$ cat src/rtl/lzr_pkg.sv
package lzr_pkg;

    localparam int unsigned LZR_MAX_W = 64;

    // Bit i is set when (i mod 2*grp) < grp: grp=1 -> ...0101, grp=2 -> ...0011
    function automatic logic [LZR_MAX_W-1:0] lzr_group_mask(input int unsigned grp);
        logic [LZR_MAX_W-1:0] m;
        for (int i = 0; i < LZR_MAX_W; i++) begin
            m[i] = ((i % (2 * grp)) < grp);
        end
        return m;
    endfunction

endpackage

$ cat src/rtl/lzr_smear.sv
module lzr_smear #(
    parameter int unsigned DATA_W = 64
) (
    input  logic              clk,
    input  logic              rst,
    input  logic              in_valid,
    input  logic [DATA_W-1:0] in_data,
    output logic              s1_valid,
    output logic [DATA_W-1:0] s1_smear
);
    localparam int unsigned STEPS = $clog2(DATA_W);

    logic [DATA_W-1:0] chain [STEPS+1];

    assign chain[0] = in_data;

    // Shift distances 1, 2, 4, ... applied in increasing order
    for (genvar k = 0; k < STEPS; k++) begin : g_step
        assign chain[k+1] = chain[k] | (chain[k] >> (1 << k));
    end

    always_ff @(posedge clk) begin
        if (rst) begin
            s1_valid <= 1'b0;
        end else begin
            s1_valid <= in_valid;
        end
    end

    always_ff @(posedge clk) begin
        if (in_valid) begin
            s1_smear <= chain[STEPS];
        end
    end

endmodule

$ cat src/rtl/lzr_popcnt.sv
module lzr_popcnt
    import lzr_pkg::*;
#(
    parameter int unsigned DATA_W = 64
) (
    input  logic                     clk,
    input  logic                     rst,
    input  logic                     s1_valid,
    input  logic [DATA_W-1:0]        s1_smear,
    output logic                     s2_valid,
    output logic [$clog2(DATA_W):0]  s2_cnt
);
    localparam int unsigned CNT_W = $clog2(DATA_W) + 1;
    localparam logic [DATA_W-1:0] M_PAIR = DATA_W'(lzr_group_mask(1));
    localparam logic [DATA_W-1:0] M_NIB  = DATA_W'(lzr_group_mask(2));
    localparam logic [DATA_W-1:0] M_BYTE = DATA_W'(lzr_group_mask(4));

    logic [DATA_W-1:0] pairs;
    logic [DATA_W-1:0] nibs;
    logic [DATA_W-1:0] bytes_c;
    logic [DATA_W-1:0] folded;

    always_comb begin
        pairs   = s1_smear - ((s1_smear >> 1) & M_PAIR);
        nibs    = ((pairs >> 2) & M_NIB) + (pairs & M_NIB);
        bytes_c = (nibs + (nibs >> 4)) & M_BYTE;
        folded  = bytes_c;
        for (int s = 8; s < DATA_W; s = s * 2) begin
            folded = folded + (folded >> s);
        end
    end

    always_ff @(posedge clk) begin
        if (rst) begin
            s2_valid <= 1'b0;
        end else begin
            s2_valid <= s1_valid;
        end
    end

    always_ff @(posedge clk) begin
        if (s1_valid) begin
            s2_cnt <= folded[CNT_W-1:0];
        end
    end

endmodule

$ cat src/rtl/lzr_finish.sv
module lzr_finish #(
    parameter int unsigned DATA_W = 64
) (
    input  logic                      clk,
    input  logic                      rst,
    input  logic                      s2_valid,
    input  logic [$clog2(DATA_W):0]   s2_cnt,
    output logic                      out_valid,
    output logic                      out_zero,
    output logic [$clog2(DATA_W):0]   out_lzc,
    output logic [$clog2(DATA_W):0]   out_pos,
    output logic [$clog2(DATA_W)-1:0] out_exp_lo,
    output logic [$clog2(DATA_W):0]   out_exp_hi
);
    localparam int unsigned CNT_W = $clog2(DATA_W) + 1;
    localparam int unsigned EXP_W = $clog2(DATA_W);

    logic             is_zero;
    logic [CNT_W-1:0] lzc_n;
    logic [CNT_W-1:0] lo_full;

    always_comb begin
        is_zero = (s2_cnt == '0);
        lzc_n   = CNT_W'(DATA_W) - s2_cnt;
        lo_full = s2_cnt - CNT_W'(1);
    end

    always_ff @(posedge clk) begin
        if (rst) begin
            out_valid <= 1'b0;
        end else begin
            out_valid <= s2_valid;
        end
    end

    always_ff @(posedge clk) begin
        if (s2_valid) begin
            out_zero   <= is_zero;
            out_lzc    <= lzc_n;
            out_pos    <= s2_cnt;
            out_exp_hi <= is_zero ? '0 : s2_cnt;
            out_exp_lo <= is_zero ? '0 : lo_full[EXP_W-1:0];
        end
    end

endmodule

$ cat src/rtl/lzr_range_finder.sv
module lzr_range_finder #(
    parameter int unsigned DATA_W = 64
) (
    input  logic                      clk,
    input  logic                      rst,
    input  logic                      in_valid,
    input  logic [DATA_W-1:0]         in_data,
    output logic                      out_valid,
    output logic                      out_zero,
    output logic [$clog2(DATA_W):0]   out_lzc,
    output logic [$clog2(DATA_W):0]   out_pos,
    output logic [$clog2(DATA_W)-1:0] out_exp_lo,
    output logic [$clog2(DATA_W):0]   out_exp_hi
);
    localparam int unsigned CNT_W = $clog2(DATA_W) + 1;

    logic              s1_valid;
    logic [DATA_W-1:0] s1_smear;
    logic              s2_valid;
    logic [CNT_W-1:0]  s2_cnt;

    lzr_smear #(.DATA_W(DATA_W)) u_smear (
        .clk      (clk),
        .rst      (rst),
        .in_valid (in_valid),
        .in_data  (in_data),
        .s1_valid (s1_valid),
        .s1_smear (s1_smear)
    );

    lzr_popcnt #(.DATA_W(DATA_W)) u_popcnt (
        .clk      (clk),
        .rst      (rst),
        .s1_valid (s1_valid),
        .s1_smear (s1_smear),
        .s2_valid (s2_valid),
        .s2_cnt   (s2_cnt)
    );

    lzr_finish #(.DATA_W(DATA_W)) u_finish (
        .clk        (clk),
        .rst        (rst),
        .s2_valid   (s2_valid),
        .s2_cnt     (s2_cnt),
        .out_valid  (out_valid),
        .out_zero   (out_zero),
        .out_lzc    (out_lzc),
        .out_pos    (out_pos),
        .out_exp_lo (out_exp_lo),
        .out_exp_hi (out_exp_hi)
    );

endmodule

$ cat config.mk
export PLATFORM = sky130hd
export DESIGN_NAME = lzr_range_finder
export DESIGN_NICKNAME = d
export VERILOG_FILES = /design/src/rtl/lzr_pkg.sv /design/src/rtl/lzr_smear.sv /design/src/rtl/lzr_popcnt.sv /design/src/rtl/lzr_finish.sv /design/src/rtl/lzr_range_finder.sv
export SDC_FILE = /design/constraint.sdc
export NUM_CORES = 1
export LEC_CHECK = 0
export BUFFER_PORTS_ARGS = -buffer_cell sky130_fd_sc_hd__buf_2
export CAP_MARGIN = 20
export CORE_AREA = 3 3 123 125
export DETAILED_ROUTE_END_ITERATION = 12
export DIE_AREA = 0 0 126 128
export PLACE_DENSITY = 0.87
export SYNTH_ARGS = -nofsm -noshare
export SYNTH_HDL_FRONTEND = slang
export SYNTH_SLANG_ARGS = --single-unit
$ cat constraint.sdc
create_clock -name clk -period 14.75 [get_ports clk]
set_clock_uncertainty 0.15 [all_clocks]
set_input_delay 0.7375 -clock clk [delete_from_list [all_inputs] [get_ports clk]]
set_output_delay 0.7375 -clock clk [all_outputs]
set_load 0.02 [all_outputs]
==> flow_summary.yaml, run 1 <==
grt:
  overflow: 0
  antenna_found_initial: 0
  grt_pass1_wl_um: 31200
  grt_usage_pct: 23.3
  first_global_vias: 7055
  grt_max_degree: 66
placement:
  io_buffers: 95
  dpl_cell_area_um2: 9950
  gp_routability_congestion: 0.897
  hpwl_um: 14600
  place_ws_ns: 7.34
synthesis:
  ys_warn_count: 0
  synth_nets: 1187
  synth-seq-cells: 101
  netlist_instances: 939
  async_reset_ff_share_pct: 0
  synth_cell_type_count: 48
  synth_area_leaders: "edfxtp_1, ha_1, fa_1"
  synth_area_leader_cell: "edfxtp_1"
  synth-main-ff-cell: "edfxtp_1"
  synth_top_area_share_pct: 31.8
  netlist_area_um2: 9270
  syn_area_per_cell_um2: 9.87
  synth_edf_count: 98
  synthMostInstantiatedCell: "ha_1"
  yosys-top-cells-count: "ha_1, inv_1, edfxtp_1, xnor2_1, nor2_1"
  synth-seq-area-share_pct: 32.4
worst_setup_path:
  critPathTopFamily: "compound AO/OA/AOI/OAI gates"
  slowest_stage: "a211oi_1"
  endpoint: "u_popcnt.s2_cnt[6]"
  crit_buf_inv: 4
  worstSetupPathDepth: 25
  worstSetupStartpointType: "flop"
  ff2ff_path_depth: 25
  reg2reg_to: "u_popcnt.s2_cnt[6]"
  cp-startpoint: "u_smear.s1_smear[0]"
  reg2reg_slack_ns: 7.18
  crit_type: "reg2reg"
  cp_common_cell: "inv_1"
  cpPeakStageDelay_ns: 0.74
  arrival_ns: 7.53
  cp.required_ns: 14.72
  r2r-start: "u_smear.s1_smear[0]"
  crit_path_end_kind: "flop"
  worstPathMaxFanout: 5
sta:
  final.setup.tns_ns: 0
  tightest_slew_ns: 1.03
  hold_violations: 0
  finalHoldWorstSlack_ns: 0.337
  slew_headroom_pct: 30.6
  fmax_mhz: 132
  min_period_ns: 7.57
  rsz0062_at_grt: "no"
  timing.final.crit_share_pct: 51.3
  drv_slew: 0
  setup_ws_ns: 7.18
  finalSetupViolCount: 0
clock_network:
  root_buffer: "clkbuf_16"
  cts_num_sinks: 101
  cts-htree-levels: 3
  clk_latency_ns: 0.36
  cts_tree: "done"
  cts_resized: 0
  cts_hold_buf: 0
  numCtsBuffers: 9
  post-cts-setup-buffers: 0
  cts_buffer_depth: 2
  cts.reportedPaths.clkPinSlew_ns: 0.07
floorplanning:
  num_io_pins: 96
  start_util_pct: 66.3
  coreArea_um2: 14000
  dieArea_um2: 16100
  die_h_um: 128
  die_w_um: 126
  row_count: 43
detailed_routing:
  wl_per_cell_um: 15.0
  via_count: 6971
  detail-route-antenna-nets: 0
  wl_um: 18400
  drt_iter0_drc: 452
  post-route-drc-count: 0
  first_pass_iters: 6
  avgViaCountPerCell: 5.69
run_status:
  status: "complete, no violations"
cells_and_area:
  drive_above_1_share_pct: 13.7
  area_growth_pct: 10.9
  nets: 1288
  diodes: 0
  fillers: 1008
  final_cell_area_um2: 10300
hold_path:
  hold_class: "reg2reg"
run:
  maxCapViolCount: 0
[flip-flops by register name (all words and copies together), names as in the netlist, 6 cells and up]
register and flops:
u_smear.s1_smear 64, u_finish.out_exp_hi 7, u_finish.out_exp_lo 6, u_finish.out_pos 7
u_popcnt.s2_cnt 7, u_finish.out_lzc 6
[layout make-up]
type                       count  area, µm²  share of cell area, %
clock buffer                  10        229                   2.23
timing repair buffer          97        510                   4.97
tap                          180        225                   2.19
clock inverter                 6       78.8                  0.767
multi-input combinational    702       5750                   55.9
sequential                   101       3000                   29.2
inverter                     129        484                   4.71
[cell families (layout without fill, tap and decap cells)]
logic type	Yosys count	after routing	synth area share, %
AOI/OAI and AO/OA	170	170	11.6
xor gates and xnor gates	91	91	8.60
adders and majority gates	181	181	26.9
buffers and inverters	136	242	5.55
DFF	101	101	32.4
and+or+nand+nor	260	260	14.9
[layer usage]
metal	wire length (µm)	up-vias	global-route usage, %
met3	841	28	3.54
met1	7910	3240	29.3
met2	9330	210	41.3
met4	302	0	7.38
li1	-	3493	-
met5	0	-	0
[stage by stage]
stage / cells / util (%)
5_1_grt: 1225 / 73.5
2_1_floorplan: 939 / -
6_report: 1225 / 73.5
4_1_cts: 1224 / 73.3
3_5_place_dp: 1208 / 71.1
3_3_place_gp: 1208 / 71.1
[how the worst min path moves through the flow]
stage | from | end | slack, ns | cells after the start
floorplan | u_popcnt.s2_cnt[1] | u_finish.out_pos[1] | 0.30 | 0
global placement | u_popcnt.s2_cnt[1] | u_finish.out_pos[1] | 0.31 | 0
detailed placement | u_popcnt.s2_cnt[1] | u_finish.out_pos[1] | 0.32 | 0
CTS | u_popcnt.s2_cnt[1] | u_finish.out_pos[1] | 0.34 | 0
global route | u_popcnt.s2_cnt[1] | u_finish.out_pos[1] | 0.35 | 0
finish | u_popcnt.s2_cnt[1] | u_finish.out_pos[1] | 0.34 | 0
[layout by cell type, fill, tap and decap left out, types with 19 or more instances in the layout]
master and n:
xnor2_1 68, nand2b_1 20, nor3_1 22, buf_2 95, nor4_1 19, a21o_1 37, fa_1 31, nand2_1 45
nor2_1 63, o21ai_0 41, a21oi_1 42, edfxtp_1 98, ha_1 150, xor2_1 23, inv_1 129, or2_2 20
Power of run 1 is left out: the tool's default activity adds up to more than one toggle a clock period on the data nets, which glitch-free logic cannot reach.
==> inputs of run 2 (changes only) <==
- CORE_AREA: 3 3 123 125 -> 3 3 128 130
- DIE_AREA: 0 0 126 128 -> 0 0 131 133
- PLACE_DENSITY: 0.87 -> 0.81
- clock period: 14.75 -> 7.1 ns (I/O delays scaled with it)
==> run 2 against run 1 <==
Compared with the run above:
- sequential share of layout area shrank 0.39 points
- cell count rose by 3.3%
- highest routed layer unchanged
- die area increased by 8.0%
- largest cell class unchanged
==> flow_summary.yaml, run 2 (synthesized netlist as in run 1, its figures left out) <==
worst_setup_path:
  worstSetupStartpointType: "flop"
  cp.required_ns: 7.07
  crit_path_end_kind: "flop"
  crit_type: "reg2reg"
  worstPathMaxFanout: 5
  arrival_ns: 6.69
grt:
  grt_usage_pct: 20.6
  grt.met2_usage_pct: 35.5
  met1_usage_pct: 26.6
  overflow: 0
  grt_pass1_wl_um: 29500
  grtUsageMet3_pct: 2.95
  top_usage_layer: "met2"
  first_global_vias: 6687
  antenna_found_initial: 0
  grt_max_degree: 66
clock_network:
  cts.reportedPaths.clkPinSlew_ns: 0.07
  clk_latency_ns: 0.36
  cts_hold_buf: 0
  cts_tree: "done"
  cts-htree-levels: 3
  cts_buffer_depth: 2
  numCtsBuffers: 9
  root_buffer: "clkbuf_16"
  cts_num_sinks: 101
placement:
  dpl.cell_count: 1244
  gp_routability_congestion: 0.919
  dpl_cell_area_um2: 10000
  place_ws_ns: 0.0171
  io_buffers: 95
  hpwl_um: 14200
cells_and_area:
  nets: 1298
  diodes: 0
  final_cell_area_um2: 10400
  regMostFlops: "u_smear.s1_smear"
  stdcell_count: 1266
  area_growth_pct: 12.4
  largest_reg_flops: 64
  layout_commonest_cell: "ha_1"
  drive_above_1_share_pct: 15.8
  layout_common_cells: "ha_1, inv_1, edfxtp_1"
detailed_routing:
  first_pass_iters: 5
  avgViaCountPerCell: 5.46
  detail-route-antenna-nets: 0
  drt_iter0_drc: 436
  via_count: 6908
  wl_per_cell_um: 13.9
  post-route-drc-count: 0
  wl_um: 17500
floorplanning:
  die_w_um: 131
  die_h_um: 133
  row_count: 45
  start_util_pct: 60.7
  num_io_pins: 96
  coreArea_um2: 15300
  dieArea_um2: 17400
hold_path:
  hold_class: "in2reg"
sta:
  timing.final.crit_share_pct: 94.7
  setup_ws_ns: 0.378
  min_period_ns: 6.72
  finalSetupViolCount: 0
  hold_violations: 0
  drv_slew: 0
  tightest_slew_ns: 0.831
  fmax_mhz: 149
  slew_headroom_pct: 44.6
  finalHoldWorstSlack_ns: 0.0302
run_status:
  status: "complete, no violations"
run:
  maxCapViolCount: 0
-- run 2: cell types whose count changed in the layout (fill, tap and decap cells not counted), sizes merged --
cell	delta
clkinv	+1
inv	-1
buf	+10
clkinvlp	+1
bufinv	-1
-- run 2: area by class of cell --
class | count | area [µm²]
repair buffers | 107 | 583
clock inverters | 6 | 47.5
clock buffers | 10 | 229
flip-flops and latches | 101 | 3000
inverters | 129 | 484
well taps | 211 | 264
fillers | 1180 | 4840
multi-input cells | 702 | 5810
-- run 2: metal layers --
metal  share of wire [%]  up-vias
met3                 4.3       24
met4                 1.5        0
met5                   0        -
met2                  49      178
li1                    -     3499
met1                  45     3207
-- run 2: worst paths after layout --
kind / from / endpoint / slack (ns) / cells after the start
setup / recovery: u_smear.s1_smear[7] / u_popcnt.s2_cnt[6] / 0.38 / 26
hold / removal: rst / u_smear.s1_valid / 0.03 / 2
setup reg to reg: u_smear.s1_smear[7] / u_popcnt.s2_cnt[6] / 0.38 / 26
hold reg to reg: u_popcnt.s2_cnt[1] / u_finish.out_pos[1] / 0.32 / 0
-- run 2: per-stage QoR --
step	utilization (%)	TNS, ns
after floorplan	-	0
after global placement	65.7	0
after detailed placement	65.7	0
after CTS	67.5	0
after global routing	68.3	-0.0271
final	68.3	0
-- run 2: what timing repair did --
item | 4_1_cts | 5_1_grt
pin swaps | 0 | 2
resized for setup | 1 | 15
setup endpoints to repair | 1 | 4
setup buffers | 0 | 4
-- run 2: worst max-delay path, cell delays in order, from the launching register on --
cell and delay, ns:
edfxtp_1 0.43, inv_2 0.11, ha_2 0.31, or4_1 0.55, a21oi_2 0.14, a211oi_1 0.11, o31ai_1 0.26, o21ai_2 0.12
o31ai_2 0.19, buf_4 0.16, a211oi_1 0.06, buf_4 0.16, o31ai_2 0.27, xnor2_1 0.13, fa_1 0.58, inv_1 0.07
fa_1 0.53, inv_1 0.07, fa_1 0.43, xor2_1 0.18, ha_1 0.33, xor2_1 0.19, ha_1 0.34, a21oi_2 0.17
o21bai_2 0.09, a21o_1 0.19, a21o_1 0.17
Power of run 2 is left out for the same reason.
==> inputs of run 3 (changes only) <==
- PLACE_DENSITY: 0.81 -> not set
- PLACE_DENSITY_LB_ADDON: not set -> 0.05
==> run 3 against run 2 <==
Compared with the run above:
- global-route usage down 0.57 points
- first-iteration DRC count down 57%
- maximum frequency is 0.18% higher
- core utilization is 0.14 points higher
- critical endpoint unchanged
- highest routed layer unchanged
==> flow_summary.yaml, run 3 (synthesized netlist as in run 1, its figures left out) <==
grt:
  grtUsageMet3_pct: 3.35
  first_global_vias: 6469
  top_usage_layer: "met2"
  grt_pass1_wl_um: 28700
  overflow: 0
  grt_usage_pct: 20.0
  grt_max_degree: 66
  grt.met2_usage_pct: 31.7
  met1_usage_pct: 28.6
  antenna_found_initial: 0
clock_network:
  cts-htree-levels: 3
  numCtsBuffers: 9
  clk_latency_ns: 0.36
  cts_buffer_depth: 2
  cts_tree: "done"
  cts_hold_buf: 0
  cts.reportedPaths.clkPinSlew_ns: 0.08
  root_buffer: "clkbuf_16"
  cts_num_sinks: 101
detailed_routing:
  drt_iter0_drc: 189
  via_count: 6734
  avgViaCountPerCell: 5.30
  first_pass_iters: 5
  post-route-drc-count: 0
  detail-route-antenna-nets: 0
  wl_um: 16800
  wl_per_cell_um: 13.3
cells_and_area:
  area_growth_pct: 12.7
  regMostFlops: "u_smear.s1_smear"
  layout_common_cells: "ha_1, inv_1, edfxtp_1"
  drive_above_1_share_pct: 15.5
  largest_reg_flops: 64
  diodes: 0
  post-route-util_pct: 68.4
  layout_commonest_cell: "ha_1"
  final_cell_area_um2: 10400
  nets: 1302
sta:
  slew_headroom_pct: 32.1
  timing.final.crit_share_pct: 94.5
  hold_violations: 0
  final.setup.tns_ns: 0
  finalHoldWorstSlack_ns: 0.0356
  tightest_slew_ns: 1.01
  finalSetupViolCount: 0
  min_period_ns: 6.71
  fmax_mhz: 149
  drv_slew: 0
worst_setup_path:
  crit_type: "reg2reg"
  cp.required_ns: 7.06
  crit_path_end_kind: "flop"
  worstSetupStartpointType: "flop"
  arrival_ns: 6.67
  worstPathMaxFanout: 5
hold_path:
  hold_class: "in2reg"
placement:
  hpwl_um: 13900
  io_buffers: 95
  gp_routability_congestion: 0.937
  dpl_cell_area_um2: 10100
run_status:
  status: "complete, no violations"
floorplanning:
  coreArea_um2: 15300
  start_util_pct: 60.7
  die_h_um: 133
  die_w_um: 131
  dieArea_um2: 17400
  num_io_pins: 96
  row_count: 45
run:
  maxCapViolCount: 0
## run 3: repair_timing
| item | in CTS | in global routing |
|---|---|---|
| gates resized for setup | 1 | 8 |
| setup buffers | 0 | 2 |
| setup endpoints to repair | 3 | 4 |
| pin swaps | 0 | 4 |
## run 3: path summary, 6_finish.rpt
check                                          from                  end  slack, ns  cells past startpoint
worst min register to register   u_popcnt.s2_cnt[1]  u_finish.out_pos[1]       0.36                      0
worst max register to register  u_smear.s1_smear[7]   u_popcnt.s2_cnt[6]       0.39                     27
worst min-delay path                            rst     u_smear.s1_valid       0.04                      2
worst max-delay path            u_smear.s1_smear[7]   u_popcnt.s2_cnt[6]       0.39                     27
## run 3: stage by stage
step,setup WS [ns],std cells
finish,0.390,1270
global route,-0.0261,1270
CTS,0.0420,1267
detailed placement,-0.0678,1251
global placement,0.182,1251
floorplan,0.522,939
## run 3: layer usage
| metal | up-vias | wire length (µm) |
|---|---|---|
| met3 | 14 | 611 |
| met1 | 3085 | 8170 |
| met2 | 127 | 7880 |
| li1 | 3508 | - |
| met5 | - | 0 |
| met4 | 0 | 178 |
## run 3: final cells by class
| class | instances | area [µm²] |
|---|---|---|
| fillers | 1234 | 4820 |
| clock buffers | 11 | 243 |
| clock inverters | 5 | 48.8 |
| flip-flops and latches | 101 | 3000 |
| inverters | 129 | 484 |
| well taps | 211 | 264 |
| repair buffers | 111 | 616 |
| multi-input cells | 702 | 5780 |
## run 3: worst max-delay path, cell delays in order (launching register included)
cell and delay (ns):
edfxtp_1 0.42, inv_1 0.10, ha_1 0.28, or4_1 0.53
a21oi_1 0.17, a211oi_1 0.13, o31ai_1 0.27, o21ai_2 0.12
o31ai_2 0.19, buf_4 0.17, a211oi_1 0.07, buf_4 0.15
o31ai_2 0.29, xnor2_1 0.13, fa_1 0.57, inv_1 0.06
fa_1 0.53, inv_1 0.07, fa_1 0.48, ha_1 0.29
a21o_1 0.17, a21oi_2 0.18, xnor2_1 0.14, ha_1 0.28
inv_1 0.08, o21bai_1 0.07, a21o_1 0.18, a21o_1 0.17
Power of run 3 is left out for the same reason.
